## config.mk

```make
export PLATFORM = sky130hd
export DESIGN_NAME = cfg_boot_writer
export DESIGN_NICKNAME = d
export VERILOG_FILES = /design/src/rtl/cfg_boot_pkg.sv /design/src/rtl/cfg_boot_cursor.sv /design/src/rtl/cfg_boot_apb_fsm.sv /design/src/rtl/cfg_boot_flags.sv /design/src/rtl/cfg_boot_writer.sv
export SDC_FILE = /design/constraint.sdc
export NUM_CORES = 1
export LEC_CHECK = 0
export BUFFER_PORTS_ARGS = -buffer_cell sky130_fd_sc_hd__buf_2
export CAP_MARGIN = 5
export CORE_UTILIZATION = 39
export CTS_CLUSTER_SIZE = 10
export DETAILED_ROUTE_END_ITERATION = 10
export PLACE_DENSITY_LB_ADDON = 0.05
export SYNTH_ARGS = -nofsm -noshare
export SYNTH_HDL_FRONTEND = slang
export SYNTH_SLANG_ARGS = --single-unit
```

## constraint.sdc

```tcl
create_clock -name clk -period 1.9 [get_ports clk]
set_clock_uncertainty 0.1 [all_clocks]
set_input_delay 0.285 -clock clk [delete_from_list [all_inputs] [get_ports clk]]
set_output_delay 0.285 -clock clk [all_outputs]
set_load 0.1 [all_outputs]
```

## src/rtl/cfg_boot_pkg.sv

```systemverilog
package cfg_boot_pkg;

    localparam int unsigned ADDR_W  = 32;
    localparam int unsigned DATA_W  = 32;
    localparam int unsigned ENTRY_W = ADDR_W + DATA_W;
    localparam int unsigned STRB_W  = DATA_W / 8;

    // One table word: address in the upper half, data in the lower half
    typedef struct packed {
        logic [ADDR_W-1:0] addr;
        logic [DATA_W-1:0] data;
    } boot_entry_t;

    typedef enum logic [1:0] {
        ST_START    = 2'd0,
        ST_SETUP    = 2'd1,
        ST_ACCESS   = 2'd2,
        ST_FINISHED = 2'd3
    } boot_state_t;

    function automatic logic xfer_complete(boot_state_t st, logic rdy);
        return (st == ST_ACCESS) && rdy;
    endfunction

    function automatic int unsigned table_depth(int unsigned n);
        return (n > 0) ? n : 1;
    endfunction

endpackage

```

## src/rtl/cfg_boot_cursor.sv

```systemverilog
module cfg_boot_cursor
    import cfg_boot_pkg::*;
#(
    parameter int unsigned NUM_ENTRIES = 4,
    localparam int unsigned DEPTH = table_depth(NUM_ENTRIES),
    localparam int unsigned IDX_W = (DEPTH > 1) ? $clog2(DEPTH) : 1
) (
    input  logic             clk,
    input  logic             rst,
    input  logic             step,
    output logic [IDX_W-1:0] idx,
    output logic             at_last
);

    localparam logic [IDX_W-1:0] LAST_IDX = IDX_W'(DEPTH - 1);

    assign at_last = (idx == LAST_IDX);

    always_ff @(posedge clk) begin
        if (rst) begin
            idx <= '0;
        end else if (step && !at_last) begin
            idx <= idx + 1'b1;
        end
    end

endmodule

```

## src/rtl/cfg_boot_apb_fsm.sv

```systemverilog
module cfg_boot_apb_fsm
    import cfg_boot_pkg::*;
#(
    parameter bit EMPTY_TABLE = 1'b0
) (
    input  logic        clk,
    input  logic        rst,
    input  logic        pready,
    input  logic        at_last,
    output boot_state_t state,
    output logic        ack,
    output logic        step,
    output logic        finish
);

    boot_state_t state_nxt;

    assign ack    = xfer_complete(state, pready);
    assign step   = ack && !at_last;
    assign finish = ((state == ST_START) && EMPTY_TABLE) || (ack && at_last);

    always_comb begin
        state_nxt = state;
        unique case (state)
            ST_START:    state_nxt = EMPTY_TABLE ? ST_FINISHED : ST_SETUP;
            ST_SETUP:    state_nxt = ST_ACCESS;
            ST_ACCESS:   if (pready) state_nxt = at_last ? ST_FINISHED : ST_SETUP;
            ST_FINISHED: state_nxt = ST_FINISHED;
            default:     state_nxt = ST_START;
        endcase
    end

    always_ff @(posedge clk) begin
        if (rst) state <= ST_START;
        else     state <= state_nxt;
    end

endmodule

```

## src/rtl/cfg_boot_flags.sv

```systemverilog
module cfg_boot_flags (
    input  logic clk,
    input  logic rst,
    input  logic finish,
    input  logic ack,
    input  logic slverr,
    output logic done_q,
    output logic fault_q
);

    always_ff @(posedge clk) begin
        if (rst) begin
            done_q  <= 1'b0;
            fault_q <= 1'b0;
        end else begin
            if (finish)         done_q  <= 1'b1;
            if (ack && slverr)  fault_q <= 1'b1;
        end
    end

endmodule

```

## src/rtl/cfg_boot_writer.sv

```systemverilog
module cfg_boot_writer
    import cfg_boot_pkg::*;
#(
    parameter int unsigned NUM_ENTRIES = 4,
    parameter logic [table_depth(NUM_ENTRIES)*ENTRY_W-1:0] BOOT_TABLE = '0
) (
    input  logic              clk,
    input  logic              rst,
    output logic              apb_psel,
    output logic              apb_penable,
    output logic              apb_pwrite,
    output logic [ADDR_W-1:0] apb_paddr,
    output logic [DATA_W-1:0] apb_pwdata,
    output logic [STRB_W-1:0] apb_pstrb,
    input  logic              apb_pready,
    input  logic              apb_pslverr,
    output logic              boot_done,
    output logic              boot_fault
);

    localparam int unsigned DEPTH = table_depth(NUM_ENTRIES);
    localparam int unsigned IDX_W = (DEPTH > 1) ? $clog2(DEPTH) : 1;

    boot_entry_t      entries [DEPTH];
    boot_entry_t      cur;
    logic [IDX_W-1:0] idx;
    logic             at_last;
    boot_state_t      state;
    logic             ack;
    logic             step;
    logic             finish;

    for (genvar k = 0; k < DEPTH; k++) begin : g_entry
        assign entries[k] = boot_entry_t'(BOOT_TABLE[k*ENTRY_W +: ENTRY_W]);
    end

    cfg_boot_cursor #(
        .NUM_ENTRIES(NUM_ENTRIES)
    ) u_cursor (
        .clk     (clk),
        .rst     (rst),
        .step    (step),
        .idx     (idx),
        .at_last (at_last)
    );

    cfg_boot_apb_fsm #(
        .EMPTY_TABLE(NUM_ENTRIES == 0)
    ) u_fsm (
        .clk     (clk),
        .rst     (rst),
        .pready  (apb_pready),
        .at_last (at_last),
        .state   (state),
        .ack     (ack),
        .step    (step),
        .finish  (finish)
    );

    cfg_boot_flags u_flags (
        .clk     (clk),
        .rst     (rst),
        .finish  (finish),
        .ack     (ack),
        .slverr  (apb_pslverr),
        .done_q  (boot_done),
        .fault_q (boot_fault)
    );

    assign cur         = entries[idx];
    assign apb_psel    = (state == ST_SETUP) || (state == ST_ACCESS);
    assign apb_penable = (state == ST_ACCESS);
    assign apb_pwrite  = 1'b1;
    assign apb_pstrb   = '1;
    assign apb_paddr   = cur.addr;
    assign apb_pwdata  = cur.data;

endmodule

```

---- Yosys cells after proc, flatten, opt, wreduce, memory -nomap -nowiden ----
Cells that the tools add are included.
operators by class
  reduce and logical (&&, ||, !) cells .... 8
  bitwise logic cells ..................... 1
  eq/ne operators ......................... 5
  add/subtract/negate cells ............... 1
  magnitude comparators ................... 1
  mux-type cells .......................... 6
operators with widths
  operator                                             count
  binary-select mux 64 bit (select 2 bit)              1
  2-to-1 mux 64 bit                                    2
  one-hot mux 2 bit (4 select lines)                   1
  equality test 2 bit, second input constant           3
  logical AND 1 bit                                    5
  2-to-1 mux 2 bit                                     2
  >= comparator 3 bit, second input constant           1
  inverter 2 -> 3 bit                                  1
  adder 2 x 1 -> 2 bit, second input constant          1
  equality test 2 x 1 -> 1 bit, second input constant  1
  logical NOT 2 bit                                    1
  != test 2 x 1 -> 1 bit, second input constant        1
  logical NOT 1 bit                                    1
  logical OR 1 bit                                     1
word-level totals
  register bits after elaboration ......... 6
  output and inout port bits .............. 73
  logic and storage cells ................. 26

---- Logic depth before layout (Yosys ltp) ----
  depth in word-level cells ............... 4
  mapped depth ............................ 5
  gate-level depth less buffers ........... 5

---- Hierarchy ----
Synthesis repeated with hierarchy kept, for this count alone.
unflattened totals
  cell total of the unflattened synthesis .. 102
  area, all modules ....................... 817.0 sq um
modules (own cells, without submodules)
  module            times used  area each (sq um)  cells each
  cfg_boot_writer   1           545.5              74
  cfg_boot_cursor   1           113.9              10
  cfg_boot_apb_fsm  1           101.3              12
  cfg_boot_flags    1           56.3               6

---- Worst setup path after synthesis ----
Ideal clock, no wire load.
  kind .................................... register -> register
  from .................................... register u_fsm.state[0]
  to ...................................... register u_cursor.idx[1]
  buffers on the path ..................... 0
  period minus slack after synthesis ...... 1952 ps
  library setup time ...................... 115 ps
  stages on the path, launching flop included .. 6
  data arrival time ....................... 1737 ps
  slack ................................... -52 ps
  cells stage by stage .................... dfxtp_1 inv_1 ha_1 nand3b_1 mux2i_1 nor2_1
between the ends
  word-level cells in the longest chain between the ends .. 4
RTL lines
  element                 line                    RTL
  start, declared         cfg_boot_apb_fsm.sv:10  output boot_state_t state,
  start signal, assigned  cfg_boot_apb_fsm.sv:35  else state <= state_nxt;
  equality test 2 bit     --
  via apb_penable         cfg_boot_writer.sv:10   output logic apb_penable,
  logical AND 1 bit       cfg_boot_pkg.sv:22      return (st == ST_ACCESS) && rdy;
  logical AND 1 bit       cfg_boot_apb_fsm.sv:19  assign step = ack && !at_last;
  logical AND 1 bit       cfg_boot_cursor.sv:22   end else if (step && !at_last) begin
  end signal, assigned    cfg_boot_cursor.sv:23   idx <= idx + 1'b1;
  end, declared           cfg_boot_cursor.sv:11   output logic [IDX_W-1:0] idx,
The timed path passes the listed nets, and every way through them passes these cells.
A chain may end at the register's enable or synchronous reset.

---- Worst setup path after layout ----
  from .................................... register u_fsm.state[0]
  to ...................................... output port apb_penable
between the ends
  word-level cells in the longest chain between the ends .. 1
RTL lines
  element              line                   RTL
  equality test 2 bit  cfg_boot_writer.sv:72  assign apb_penable = (state == ST_ACCESS);
  end, declared        cfg_boot_writer.sv:10
Every way passes these cells.

==> results.json <==
{
  "setup_viol": 0,
  "synth_xor_area_share_pct": 1.09,
  "clkLatencyLatePin_ns": 0.24,
  "synth_fa_ha_area_share_pct": 6.24,
  "placed_cell_area_sq_um": 607,
  "crit_required_ns": 1.51,
  "p_seq_share_pct": 14.8,
  "synthDistinctLibCells": 14,
  "clock_sinks": 6,
  "combinationalPowerShare_pct": 73.0,
  "hold_slack_ns": 0.192,
  "clockBufferDepth": 2,
  "cts_max_level": 1,
  "grt_max_degree": 7,
  "postCtsSetupBuffers": 0,
  "core_area_sq_um": 1940,
  "min_delay_path_depth": 3,
  "hp-class": "in -> reg",
  "worstSetupPathType": "reg -> out",
  "switching_share_pct": 76.0,
  "grt_pass1_vias": 193,
  "timing.final.crit_share_pct": 91.2,
  "first_iter_violations": 6,
  "place_hpwl_um": 641,
  "row_count": 16,
  "avgViaCountPerCell": 2.89,
  "ys_warn_count": 0,
  "grt_use_total_pct": 6.82,
  "nNetsFinal": 118,
  "p_int_w": 0.000234,
  "overflow": 0,
  "antenna_cells": 0,
  "drc": 0,
  "rr_worst_depth": 5,
  "synthSimpleGateAreaFrac_pct": 5.46,
  "ctsResizeCount": 0,
  "ys_seq_area_share_pct": 15.0,
  "clk_pin_slew_ns": 0.05,
  "design_area_sq_um": 632,
  "end_kind": "primary output",
  "final-hold-violation-count": 0,
  "cts_inserted_buffers": 3,
  "synthMuxAreaShare_pct": 1.25,
  "run_status": "completed",
  "area_growth_pct": -21.2,
  "rsz0062_at_grt": "false",
  "peakVddDrop_v": 0.000573,
  "synth_compound_area_share_pct": 4.06,
  "worstReg2RegStart": "u_fsm.state[0]",
  "finalMaxSlewViolations": 0,
  "drtAntennaViolNets": 0,
  "worstHoldStart": "apb_pslverr",
  "synth_top_family_by_area": "buffers and inverters",
  "p_per_area_nw_per_um2": 1540,
  "cts_tree": "yes",
  "startpoint": "u_fsm.state[0]",
  "routedWlPerCell_um": 5.64,
  "drive_above_1_share_pct": 10.2,
  "p_clk_share_pct": 12.2,
  "hold_buffers": 0,
  "grt_first_pass_wirelength_um": 924,
  "synth_area_per_cell_sq_um": 8.02,
  "dr.pass1.iters": 4,
  "die_h_um": 47.4,
  "synthesis.instances": 100,
  "max_freq_ghz": 0.577,
  "drv_cap": 0,
  "dr_total_vias": 390,
  "syn-cell-area_sq_um": 802,
  "gp_congestion": 0.640,
  "fin_util_pct": 32.5,
  "port_buffers": 7,
  "die_w_um": 47.4,
  "switchingPower_w": 0.000742,
  "synth-seq-cells": 6,
  "fin_tns_setup_ns": 0,
  "worstPathMaxFanout": 6,
  "startpoint_type": "flip-flop",
  "fin_crit_ns": 1.73,
  "boundaryPins": 77,
  "total_power_w": 0.000976,
  "die_area_sq_um": 2240,
  "start_util_pct": 41.3,
  "cts-root-buf": "clkbuf_4",
  "wl_um": 761,
  "antenna_found_initial": 0,
  "p_leak_nw": 0.403,
  "crit_arrival_ns": 1.35
}
through the flow:
step	setup slack, ns	instances
6_report	0.167	135
5_1_grt	0.0788	135
4_1_cts	0.0617	135
3_5_place_dp	0.335	132
3_3_place_gp	0.336	132
2_1_floorplan	0.247	167
layer usage:
layer,vias up,track usage (%),wire (um)
li1,188,-,-
met4,0,5.14,0
met5,-,0,0
met1,163,8.26,278
met2,39,7.12,360
met3,0,6.15,122
cells by family after synthesis:
group / Yosys count
multiplexers: 1
flip-flops: 6
AND/OR/NAND/NOR: 9
other: 2
buffers and inverters: 72
adder cells (fa/ha/maj): 4
XOR/XNOR: 1
AO/OA/AOI/OAI: 5
power groups by stage:
stage	clock network, W	registers, W	logic (W)
final	0.000120	0.000145	0.000712
after global routing	0.000138	0.000146	0.000734
after CTS	0.000128	0.000145	0.000708
after detailed placement	0	0.000147	0.000708
after global placement	0	0.000147	0.000708
after floorplan	0	0.000151	0.000795
cells in the mapped netlist:
library cell | n | area (sq um)
a31oi_1 | 2 | 12.5
nand2b_1 | 2 | 12.5
ha_1 | 4 | 50.1
inv_1 | 3 | 11.3
a21oi_1 | 1 | 5.00
a211oi_1 | 2 | 15.0
nor2_1 | 5 | 18.8
buf_4 | 69 | 518
dfxtp_1 | 6 | 120
nand3b_1 | 1 | 7.51
xor2_1 | 1 | 8.76
nor3_1 | 1 | 5.00
mux2i_1 | 1 | 10.0
conb_1 | 2 | 7.51
cell type report:
type	instances	area [sq um]
Sequential cell	6	120
Timing Repair Buffer	7	37.5
Inverter	3	11.3
Clock buffer	3	22.5
Fill cell	240	1310
Tap cell	27	33.8
Multi-Input combinational cell	89	407
path summary, 6_finish.rpt:
check / slack (ns) / end
max: 0.17 / apb_penable
min: 0.19 / u_flags.fault_q
min reg2reg: 0.38 / u_flags.done_q
max reg2reg: 0.61 / u_cursor.idx[1]
flip-flops by register name, summed over array words and instances, names as in the netlist:
register and cells:
u_fsm.state 2, u_cursor.idx 2, u_flags.done_q 1, u_flags.fault_q 1
critical path, stage by stage, from the launching register on:
cell     delay [ns]
dfxtp_1        0.35
inv_1          0.07
ha_2           0.23
buf_2          0.45
cells in the final DEF (no fill, tap or decap):
cell type  synthesis  routed
dfxtp_1            6       6
ha_1               4       3
inv_1              3       3
a211oi_1           2       2
conb_1             2      69
nor2_1             5       5
a21oi_1            1       1
ha_2               0       1
buf_2              0       6
nand2b_1           2       2
mux2i_1            1       1
clkbuf_4           0       4
nor3_1             1       1
xor2_1             1       1
nand3b_1           1       1
a31oi_1            2       2
(Power assumes the default switching activity.)
